===== src/rtl/vmx_pkg.sv =====
// Shared constants and types for the translation unit.
// Assumes 32-bit addresses, 4 KiB pages and 32-bit table words.
package vmx_pkg;
    localparam int ADDR_W   = 32;
    localparam int OFF_W    = 12;
    localparam int IDX_W    = 10;
    localparam int PN_W     = ADDR_W - OFF_W;
    localparam int PRES_BIT = 0;
    localparam int RW_BIT   = 1;
    localparam int USR_BIT  = 2;
    localparam int ACC_BIT  = 5;
    localparam logic [ADDR_W-1:0] ACC_MASK = 32'd1 << ACC_BIT;

    typedef enum logic [1:0] {
        ST_IDLE,
        ST_DIR,
        ST_PTE,
        ST_WB
    } walk_st_t;

    typedef struct packed {
        logic            valid;
        logic [PN_W-1:0] vpn;
        logic [PN_W-1:0] ppn;
        logic            wr;
        logic            usr;
    } tlb_ent_t;
endpackage


===== src/rtl/vmx_tlb.sv =====
// Fully associative translation cache with round-robin replacement.
// Assumes a fill is never issued for a page that is already cached.
module vmx_tlb
    import vmx_pkg::*;
#(
    parameter int ENTRIES = 8
) (
    input  logic               clk,
    input  logic               rst_n,
    input  logic [PN_W-1:0]    lk_vpn,
    output logic               lk_hit,
    output logic [PN_W-1:0]    lk_ppn,
    output logic               lk_wr,
    output logic               lk_usr,
    output logic [ENTRIES-1:0] hit_vec,
    input  logic               fill_en,
    input  logic [PN_W-1:0]    fill_vpn,
    input  logic [PN_W-1:0]    fill_ppn,
    input  logic               fill_wr,
    input  logic               fill_usr,
    input  logic               inv_en,
    input  logic [PN_W-1:0]    inv_vpn
);
    localparam int PTR_W = (ENTRIES > 1) ? $clog2(ENTRIES) : 1;
    localparam logic [PTR_W-1:0] LAST = PTR_W'(ENTRIES - 1);

    tlb_ent_t         ents [ENTRIES];
    logic [PTR_W-1:0] ptr;

    // Per-entry match lines.
    for (genvar g = 0; g < ENTRIES; g++) begin : g_match
        assign hit_vec[g] = ents[g].valid && (ents[g].vpn == lk_vpn);
    end

    // Merge the single matching entry onto the lookup outputs.
    always_comb begin
        lk_ppn = '0;
        lk_wr  = 1'b0;
        lk_usr = 1'b0;
        for (int i = 0; i < ENTRIES; i++) begin
            if (hit_vec[i]) begin
                lk_ppn = lk_ppn | ents[i].ppn;
                lk_wr  = lk_wr  | ents[i].wr;
                lk_usr = lk_usr | ents[i].usr;
            end
        end
    end
    assign lk_hit = |hit_vec;

    // Apply invalidates, then install a fill at the round-robin slot.
    always_ff @(posedge clk) begin
        if (!rst_n) begin
            for (int i = 0; i < ENTRIES; i++) ents[i] <= '0;
            ptr <= '0;
        end else begin
            for (int i = 0; i < ENTRIES; i++) begin
                if (inv_en && ents[i].valid && ents[i].vpn == inv_vpn)
                    ents[i].valid <= 1'b0;
            end
            if (fill_en && !(inv_en && inv_vpn == fill_vpn)) begin
                ents[ptr] <= '{valid: 1'b1, vpn: fill_vpn, ppn: fill_ppn,
                               wr: fill_wr, usr: fill_usr};
                ptr <= (ptr == LAST) ? '0 : ptr + 1'b1;
            end
        end
    end
endmodule


===== src/rtl/vmx_walker.sv =====
// Request sequencer and two-level table walker.
// Answers cache hits in one cycle; on a miss it reads the directory word,
// then the page word, and writes the accessed bit back if it was clear.
// Assumes mem_rdata is valid in the cycle mem_ack is high.
module vmx_walker
    import vmx_pkg::*;
#(
    parameter int VEC_W     = 8,
    parameter int FAULT_VEC = 5
) (
    input  logic              clk,
    input  logic              rst_n,
    input  logic              req_valid,
    output logic              req_ready,
    input  logic [ADDR_W-1:0] req_vaddr,
    input  logic              req_write,
    input  logic              req_user,
    input  logic              lk_hit,
    input  logic [PN_W-1:0]   lk_ppn,
    input  logic              lk_wr,
    input  logic              lk_usr,
    output logic              fill_en,
    output logic [PN_W-1:0]   fill_vpn,
    output logic [PN_W-1:0]   fill_ppn,
    output logic              fill_wr,
    output logic              fill_usr,
    input  logic [ADDR_W-1:0] dir_base,
    output logic              mem_req,
    output logic              mem_we,
    output logic [ADDR_W-1:0] mem_addr,
    output logic [ADDR_W-1:0] mem_wdata,
    input  logic              mem_ack,
    input  logic [ADDR_W-1:0] mem_rdata,
    output logic              rsp_valid,
    output logic              rsp_fault,
    output logic [VEC_W-1:0]  rsp_vector,
    output logic [ADDR_W-1:0] rsp_paddr
);
    localparam int PAD_DIR = ADDR_W - IDX_W - 2;

    walk_st_t          state;
    logic [ADDR_W-1:0] va_q;
    logic              wr_q, usr_q;
    logic [PN_W-1:0]   tbl_q;
    logic [ADDR_W-1:0] pte_q;
    logic              word_ok, perm_bad, hit_bad;

    // Frame and presence check of the word being read.
    assign word_ok  = mem_rdata[PRES_BIT] && (mem_rdata[11:8] == 4'h0);
    // Permission check of a page word against the latched access.
    assign perm_bad = (wr_q && !mem_rdata[RW_BIT]) || (usr_q && !mem_rdata[USR_BIT]);
    // Permission check of a cached translation against the live request.
    assign hit_bad  = (req_write && !lk_wr) || (req_user && !lk_usr);

    // Memory port driven from the walk state.
    always_comb begin
        mem_req   = (state != ST_IDLE);
        mem_we    = (state == ST_WB);
        mem_wdata = pte_q | ACC_MASK;
        if (state == ST_DIR)
            mem_addr = dir_base + {{PAD_DIR{1'b0}}, va_q[ADDR_W-1 -: IDX_W], 2'b00};
        else
            mem_addr = {tbl_q, {OFF_W{1'b0}}}
                     + {{PAD_DIR{1'b0}}, va_q[OFF_W +: IDX_W], 2'b00};
    end

    // Cache fill at the edge that finishes a successful walk.
    always_comb begin
        fill_vpn = va_q[ADDR_W-1:OFF_W];
        if (state == ST_WB) begin
            fill_en  = mem_ack;
            fill_ppn = pte_q[ADDR_W-1:OFF_W];
            fill_wr  = pte_q[RW_BIT];
            fill_usr = pte_q[USR_BIT];
        end else begin
            fill_en  = mem_ack && (state == ST_PTE) && word_ok && !perm_bad
                     && mem_rdata[ACC_BIT];
            fill_ppn = mem_rdata[ADDR_W-1:OFF_W];
            fill_wr  = mem_rdata[RW_BIT];
            fill_usr = mem_rdata[USR_BIT];
        end
    end

    assign req_ready = (state == ST_IDLE);

    // Walk sequencing and registered response.
    always_ff @(posedge clk) begin
        if (!rst_n) begin
            state      <= ST_IDLE;
            va_q       <= '0;
            wr_q       <= 1'b0;
            usr_q      <= 1'b0;
            tbl_q      <= '0;
            pte_q      <= '0;
            rsp_valid  <= 1'b0;
            rsp_fault  <= 1'b0;
            rsp_vector <= '0;
            rsp_paddr  <= '0;
        end else begin
            rsp_valid <= 1'b0;
            case (state)
                ST_IDLE: if (req_valid) begin
                    if (lk_hit) begin
                        rsp_valid  <= 1'b1;
                        rsp_fault  <= hit_bad;
                        rsp_vector <= hit_bad ? VEC_W'(FAULT_VEC) : '0;
                        rsp_paddr  <= hit_bad ? '0 : {lk_ppn, req_vaddr[OFF_W-1:0]};
                    end else begin
                        va_q  <= req_vaddr;
                        wr_q  <= req_write;
                        usr_q <= req_user;
                        state <= ST_DIR;
                    end
                end
                ST_DIR: if (mem_ack) begin
                    tbl_q <= mem_rdata[ADDR_W-1:OFF_W];
                    if (word_ok) begin
                        state <= ST_PTE;
                    end else begin
                        state      <= ST_IDLE;
                        rsp_valid  <= 1'b1;
                        rsp_fault  <= 1'b1;
                        rsp_vector <= VEC_W'(FAULT_VEC);
                        rsp_paddr  <= '0;
                    end
                end
                ST_PTE: if (mem_ack) begin
                    pte_q <= mem_rdata;
                    if (!word_ok || perm_bad) begin
                        state      <= ST_IDLE;
                        rsp_valid  <= 1'b1;
                        rsp_fault  <= 1'b1;
                        rsp_vector <= VEC_W'(FAULT_VEC);
                        rsp_paddr  <= '0;
                    end else if (!mem_rdata[ACC_BIT]) begin
                        state <= ST_WB;
                    end else begin
                        state      <= ST_IDLE;
                        rsp_valid  <= 1'b1;
                        rsp_fault  <= 1'b0;
                        rsp_vector <= '0;
                        rsp_paddr  <= {mem_rdata[ADDR_W-1:OFF_W], va_q[OFF_W-1:0]};
                    end
                end
                default: if (mem_ack) begin
                    state      <= ST_IDLE;
                    rsp_valid  <= 1'b1;
                    rsp_fault  <= 1'b0;
                    rsp_vector <= '0;
                    rsp_paddr  <= {pte_q[ADDR_W-1:OFF_W], va_q[OFF_W-1:0]};
                end
            endcase
        end
    end
endmodule


===== src/rtl/vmx_xlate.sv =====
// Top of the translation unit: translation cache plus table walker.
// Assumes one translation in flight and a directory aligned to 4 bytes.
module vmx_xlate
    import vmx_pkg::*;
#(
    parameter int TLB_ENTRIES = 8,
    parameter int VEC_W       = 8,
    parameter int FAULT_VEC   = 5
) (
    input  logic              clk,
    input  logic              rst_n,
    input  logic              req_valid,
    output logic              req_ready,
    input  logic [31:0]       req_vaddr,
    input  logic              req_write,
    input  logic              req_user,
    output logic              rsp_valid,
    output logic              rsp_fault,
    output logic [VEC_W-1:0]  rsp_vector,
    output logic [31:0]       rsp_paddr,
    input  logic [31:0]       dir_base,
    output logic              mem_req,
    output logic              mem_we,
    output logic [31:0]       mem_addr,
    output logic [31:0]       mem_wdata,
    input  logic              mem_ack,
    input  logic [31:0]       mem_rdata,
    input  logic              inv_valid,
    input  logic [31:0]       inv_vaddr
);
    logic                   tlb_hit, tlb_wr, tlb_usr;
    logic [PN_W-1:0]        tlb_ppn;
    logic [TLB_ENTRIES-1:0] tlb_hit_vec;
    logic                   fill_en, fill_wr, fill_usr;
    logic [PN_W-1:0]        fill_vpn, fill_ppn;

    vmx_tlb #(.ENTRIES(TLB_ENTRIES)) u_tlb (
        .clk      (clk),
        .rst_n    (rst_n),
        .lk_vpn   (req_vaddr[ADDR_W-1:OFF_W]),
        .lk_hit   (tlb_hit),
        .lk_ppn   (tlb_ppn),
        .lk_wr    (tlb_wr),
        .lk_usr   (tlb_usr),
        .hit_vec  (tlb_hit_vec),
        .fill_en  (fill_en),
        .fill_vpn (fill_vpn),
        .fill_ppn (fill_ppn),
        .fill_wr  (fill_wr),
        .fill_usr (fill_usr),
        .inv_en   (inv_valid),
        .inv_vpn  (inv_vaddr[ADDR_W-1:OFF_W])
    );

    vmx_walker #(.VEC_W(VEC_W), .FAULT_VEC(FAULT_VEC)) u_walk (
        .clk        (clk),
        .rst_n      (rst_n),
        .req_valid  (req_valid),
        .req_ready  (req_ready),
        .req_vaddr  (req_vaddr),
        .req_write  (req_write),
        .req_user   (req_user),
        .lk_hit     (tlb_hit),
        .lk_ppn     (tlb_ppn),
        .lk_wr      (tlb_wr),
        .lk_usr     (tlb_usr),
        .fill_en    (fill_en),
        .fill_vpn   (fill_vpn),
        .fill_ppn   (fill_ppn),
        .fill_wr    (fill_wr),
        .fill_usr   (fill_usr),
        .dir_base   (dir_base),
        .mem_req    (mem_req),
        .mem_we     (mem_we),
        .mem_addr   (mem_addr),
        .mem_wdata  (mem_wdata),
        .mem_ack    (mem_ack),
        .mem_rdata  (mem_rdata),
        .rsp_valid  (rsp_valid),
        .rsp_fault  (rsp_fault),
        .rsp_vector (rsp_vector),
        .rsp_paddr  (rsp_paddr)
    );
endmodule


===== config.mk =====
export PLATFORM = sky130hd
export DESIGN_NAME = vmx_xlate
export DESIGN_NICKNAME = d
export VERILOG_FILES = /design/src/rtl/vmx_pkg.sv /design/src/rtl/vmx_tlb.sv /design/src/rtl/vmx_walker.sv /design/src/rtl/vmx_xlate.sv
export SDC_FILE = /design/constraint.sdc
export NUM_CORES = 1
export LEC_CHECK = 0
export ABC_CLOCK_PERIOD_IN_PS = 5700
export BUFFER_PORTS_ARGS = -buffer_cell sky130_fd_sc_hd__buf_2
export CAP_MARGIN = 5
export CORE_UTILIZATION = 60
export DETAILED_ROUTE_END_ITERATION = 7
export PLACE_DENSITY = 0.8
export SYNTH_ARGS = -nofsm -noshare
export SYNTH_HDL_FRONTEND = slang
export SYNTH_SLANG_ARGS = --single-unit

===== constraint.sdc =====
create_clock -name clk -period 5.7 [get_ports clk]
set_clock_uncertainty 0.05 [all_clocks]
set_input_delay 1.14 -clock clk [delete_from_list [all_inputs] [get_ports clk]]
set_output_delay 1.14 -clock clk [all_outputs]
set_load 0.005 [all_outputs]

# Yosys cells after proc, flatten, opt, wreduce, memory -nomap -nowiden
# Memory sizes are Yosys's and may differ from the RTL's.
# Cells that the tools add are included.
# word_totals
reg_bits,133
ram_bits,344
input_bits,135
wordCells,241
memories,1
# classes
add_sub_neg,3
n_eq_ne,28
muxes,113
bitwise_logic,30
reduce_logical,55
# memory_table
memory,words,word_bits,read_ports,rd_ports_with_merged_regs,wr,line_no,source
u_tlb.ents,8,43,8,0,9,vmx_tlb.sv:27,tlb_ent_t ents [ENTRIES];
# op_table
operator,count
equality test 20 bit,17
2-to-1 mux 32 bit,10
2-to-1 mux 20 bit,9
OR 20 bit,7
case mux 32 bit (3 select lines),1
2-to-1 mux 1 bit,71
adder 32 x 12 -> 32 bit,2
2-to-1 mux 8 bit,8
logical AND 1 bit,35
case mux 8 bit (3 select lines),1
OR 1 bit,22
2-to-1 mux 2 bit,8
"inequality test 2 bit, second input constant",5
OR reduction 8 bit,1
zero test 1 bit,7
AND reduction 7 bit,1
2-to-1 mux 3 bit,2
case mux 1 bit (3 select lines),2
case mux 2 bit (3 select lines),1
AND reduction 5 bit,1
"equality test 2 bit, second input constant",2
zero test 4 bit,1
AND reduction 2 bit,2
nonzero test 2 bit,2
9 further kinds,11

# Longest topological paths before layout
# An unclocked memory read counts as a cell.
# depth
ltp_word,25
ltp_mapped,12

# By module
# Synthesis repeated with hierarchy kept, for this count alone.
# hier_totals
hier_cells,2292
hier_area_um2,24813.8
# modules_own_cells
module,instances,cells_per_inst,area_per_inst_um2
vmx_tlb,1,1450,18206.2
vmx_walker,1,842,6607.6

# Worst setup path before layout
# OpenSTA, ideal clock, no wires.
# synth_timing
kind,input port to flip-flop
from,in inv_vaddr[17]
to,mem u_tlb.ents[0][0] (netlist bit) (enable)
setup_ns,0.543
arrival_time_ns,4.026
required_time_ns,5.107
path_slack_ns,1.081
cell_stages,12
cell_sequence,buf_2 -> xor2_1 -> nor4_1 -> nand4_1 -> o41ai_1 -> nor2_1 -> and3b_1 -> clkbuf_1 -> clkbuf_1 -> nand2_1 -> clkbuf_1 -> nand2_1
# synth_lines
item,line_no,source
from (decl),vmx_xlate.sv:29,input logic [31:0] inv_vaddr
to (decl),vmx_tlb.sv:27,

# Final worst setup path
# layout_timing
from,reg u_walk.va_q[23]
to,out mem_addr[14]
# layout_between
elab_chain_cells,2
# layout_lines
item,line_no,source
from (decl),vmx_walker.sv:42,logic [ADDR_W-1:0] va_q;
from (signal assigned),vmx_walker.sv:109,va_q <= req_vaddr;
adder 32 x 12 -> 32 bit,vmx_walker.sv:61,"mem_addr = dir_base + {{PAD_DIR{1'b0}}, va_q[ADDR_W-1 -: IDX_W], 2'b00};"
2-to-1 mux 32 bit,vmx_walker.sv:60,if (state == ST_DIR)
to (decl),vmx_xlate.sv:24,"output logic [31:0] mem_addr,"
# Every way passes these cells.

==> reports/qor.yml <==
core-area_um2: 41200
start_util_pct: 61.3
r2r_end: "u_tlb.ents[6][35]$_SDFFCE_PN0P_"
layout_commonest_cell: "edfxtp_1"
cts_buffer_depth: 3
yosysWarnings: 0
clock_latency_ps: 590
grt_pass1_wl_um: 126000
die_y_um: 207
hp-class: "reg -> reg"
yosysUniqueCellTypes: 68
synth_flop_cell: "edfxtp_1"
p_switching_w: 0.00213
ys_top_cells_by_area: "edfxtp_1 (40%), dfxtp_1 (10%), xnor2_1 (10%)"
syn-cell-area_um2: 25300
area_growth_syn_to_layout_pct: 13.0
synth_top_cell_by_area: "edfxtp_1"
outcome: "completed"
hold_viol: 0
io_pins: 244
tritoncts.num_buffers: 49
rr_startpoint: "u_walk.va_q[25]$_SDFFE_PN0P_"
critPathCaptureType: "output port"
rrSetupSlack_ps: 390
pwr-share-clk_pct: 40.4
cts-resized-gates: 0
max-vdd-ir-drop_uv: 237
final_period_minus_worst_setup_slack_ps: 5520
holdPathEnd: "u_walk.rsp_paddr[25]$_SDFFE_PN0P_"
powerDensity_nw_per_um2: 287
htreeDepth: 2
finalMaxSlewViolations: 0
gp_congestion: 0.993
finalNetCount: 2778
yosysTopAreaCellShare_pct: 39.9
synth_edf_count: 336
worstPathArrival_ps: 4330
cp_max_fo: 10
drt_iter0_markers: 3168
highest_layer: "met4"
clockRootBuffer: "clkbuf_16"
switching_share_pct: 26.0
finalSetupViolations: 0
cts.clk_slew.worst_paths_ps: 60
drtAntennaViolNets: 0
critical_path_class: "reg -> out"
io_buffers: 224
crit_path_start_kind: "flip-flop"
clkSinkCount: 468
firstDrtPassIters: 6
async_flop_share_pct: 0
crit_path_start: "u_walk.va_q[23]$_SDFFE_PN0P_"
rsz0062_at_grt: "no"
synth_seq_area_share_pct: 50.4
tns_ps: 0
dr_wl_met2_um: 36700
max_slew_margin_pct: 15.5
antenna_found_initial: 4
fmax_mhz: 181
intPower_w: 0.00607
die_w_um: 207
cts_setup_buffers: 0
ctsHoldBuffers: 0
min_from: "u_walk.rsp_paddr[25]$_SDFFE_PN0P_"
dp_hpwl_um: 56700
wire_per_inst_um: 26.8
gr-usage-all-layers_pct: 39.4
seqPwrFrac_pct: 47.3
drc: 0
max_cap_viol_count: 0
overflow: 0
grt_pass1_vias: 20000
p_comb_share_pct: 12.3
p_leak_nw: 10.4
postSynthAreaPerCell_um2: 10.3
dr_wl_met3_um: 13800
cts_tree: "yes"
vias_per_cell: 6.54
row_count: 74
fin_util_pct: 69.3
ys_ff_latch: 468
layout-drive-gt1-share_pct: 16.7
reg2regPathDepth: 9
mostFrequentLayoutCells: "edfxtp_1 (336), xnor2_1 (294), nor2_1 (229)"
wl_met1_um: 31500
grt_start_max_net_pins: 87
tightestPinTransition_ps: 1270
vias: 20900
die-area_um2: 42900
hold_depth: 2
cp.required_ps: 4510
timing.final.crit_share_pct: 96.9
drt-total-wl_um: 85600
synthCells: 2464
-- synth_stat cells (3+ instances only) --
cell and instances:
a211o_1 3, a21boi_0 72, a21oi_1 53, a221o_1 12, a22o_1 3, a311oi_1 4, a31oi_1 25, a41o_1 18
and2_1 140, and3_1 46, and3b_1 3, and4_1 17, buf_1 7, buf_2 62, buf_4 18, buf_6 5
clkbuf_1 112, dfxtp_1 132, edfxtp_1 336, ha_1 16, inv_1 20, mux2_2 9, mux2i_1 43, nand2_1 180
nand3_1 228, nand4_1 96, nor2_1 231, nor2b_1 48, nor3_1 9, nor3b_1 4, nor4_1 35, nor4_2 18
nor4b_2 5, o21ai_0 12, o41ai_1 3, or3b_2 3, or4_1 25, xnor2_1 294, xor2_1 81
-- cell type report --
class | instances | area (µm²)
Inverter | 22 | 82.6
Clock buffer | 66 | 1400
Tap cell | 532 | 666
Fill cell | 3053 | 12700
Sequential cell | 468 | 12700
Antenna cell | 4 | 10.0
Clock inverter | 24 | 253
Multi-Input combinational cell | 1775 | 11600
Timing Repair Buffer | 310 | 1790
-- worst max-delay path, stage by stage, from the launching register on --
cell,delay [ps]
dfxtp_1,470
clkinv_1,650
fa_1,700
nor2b_1,130
o21ai_0,110
a21boi_0,270
o21ai_0,200
a211o_1,470
a21oi_1,220
xnor2_1,80
a21oi_1,260
buf_2,170
-- flip-flops by register name (all words and copies together), names as in the netlist --
name,cells
u_walk.state,2
u_walk.rsp_valid,1
u_tlb.ptr,3
u_walk.pte_q,31
u_walk.rsp_paddr,32
u_tlb.ents,344
u_walk.usr_q,1
u_walk.wr_q,1
u_walk.va_q,32
u_walk.tbl_q,20
u_walk.rsp_vector,1
-- metal layers --
metal / global-route usage (%) / vias to the layer above
met3: 12.1 / 245
met1: 53.8 / 9969
met5: 0 / -
met2: 58.7 / 1699
met4: 15.8 / 0
li1: - / 9030
-- through the flow --
step	cell area, µm²	total power, W	cells	hold WS (ps)	setup WS [ps]
3_3_place_gp	26900	0.00489	3102	400	425
2_1_floorplan	25300	0.00452	2469	388	1080
5_1_grt	28500	0.00838	3198	435	184
6_report	28600	0.00820	3201	415	179
4_1_cts	28500	0.00815	3192	417	393
3_5_place_dp	26900	0.00491	3102	405	344
-- power by group through the flow --
stage / Sequential, W / Combinational [W] / Clock (W)
2_1_floorplan: 0.00390 / 0.000621 / 0
3_3_place_gp: 0.00394 / 0.000956 / 0
5_1_grt: 0.00389 / 0.00106 / 0.00343
4_1_cts: 0.00387 / 0.000977 / 0.00330
6_report: 0.00388 / 0.00101 / 0.00331
3_5_place_dp: 0.00394 / 0.000967 / 0
-- cells by family (layout without fill, tap and decap cells) --
family                   Yosys count  in the layout  share of synthesized area [%]
other                              2             11                         0.0297
adder cells (fa/ha/maj)           17             17                          0.871
AND/OR/NAND/NOR                 1099           1099                           23.1
XOR/XNOR                         375            375                           13.0
flip-flops                       468            468                           50.4
AO/OA/AOI/OAI                    225            225                           6.40
multiplexers                      52             52                           2.10
buffers and inverters            226            422                           4.08
-- how the worst max path moves through the flow --
| stage | end | slack, ps | cells after the start |
|---|---|---|---|
| final | mem_addr[14] | 180 | 11 |
| after detailed placement | u_tlb.ents[6][37]$_SDFFCE_PN0P_ | 340 | 10 |
| after global placement | u_tlb.ents[4][24]$_SDFFCE_PN0P_ | 420 | 10 |
| after CTS | mem_addr[14] | 390 | 11 |
| after floorplan | u_tlb.ents[0][0]$_SDFFCE_PN0P_ | 1080 | 12 |
| after global routing | mem_addr[28] | 180 | 11 |
(Power assumes the default switching activity.)
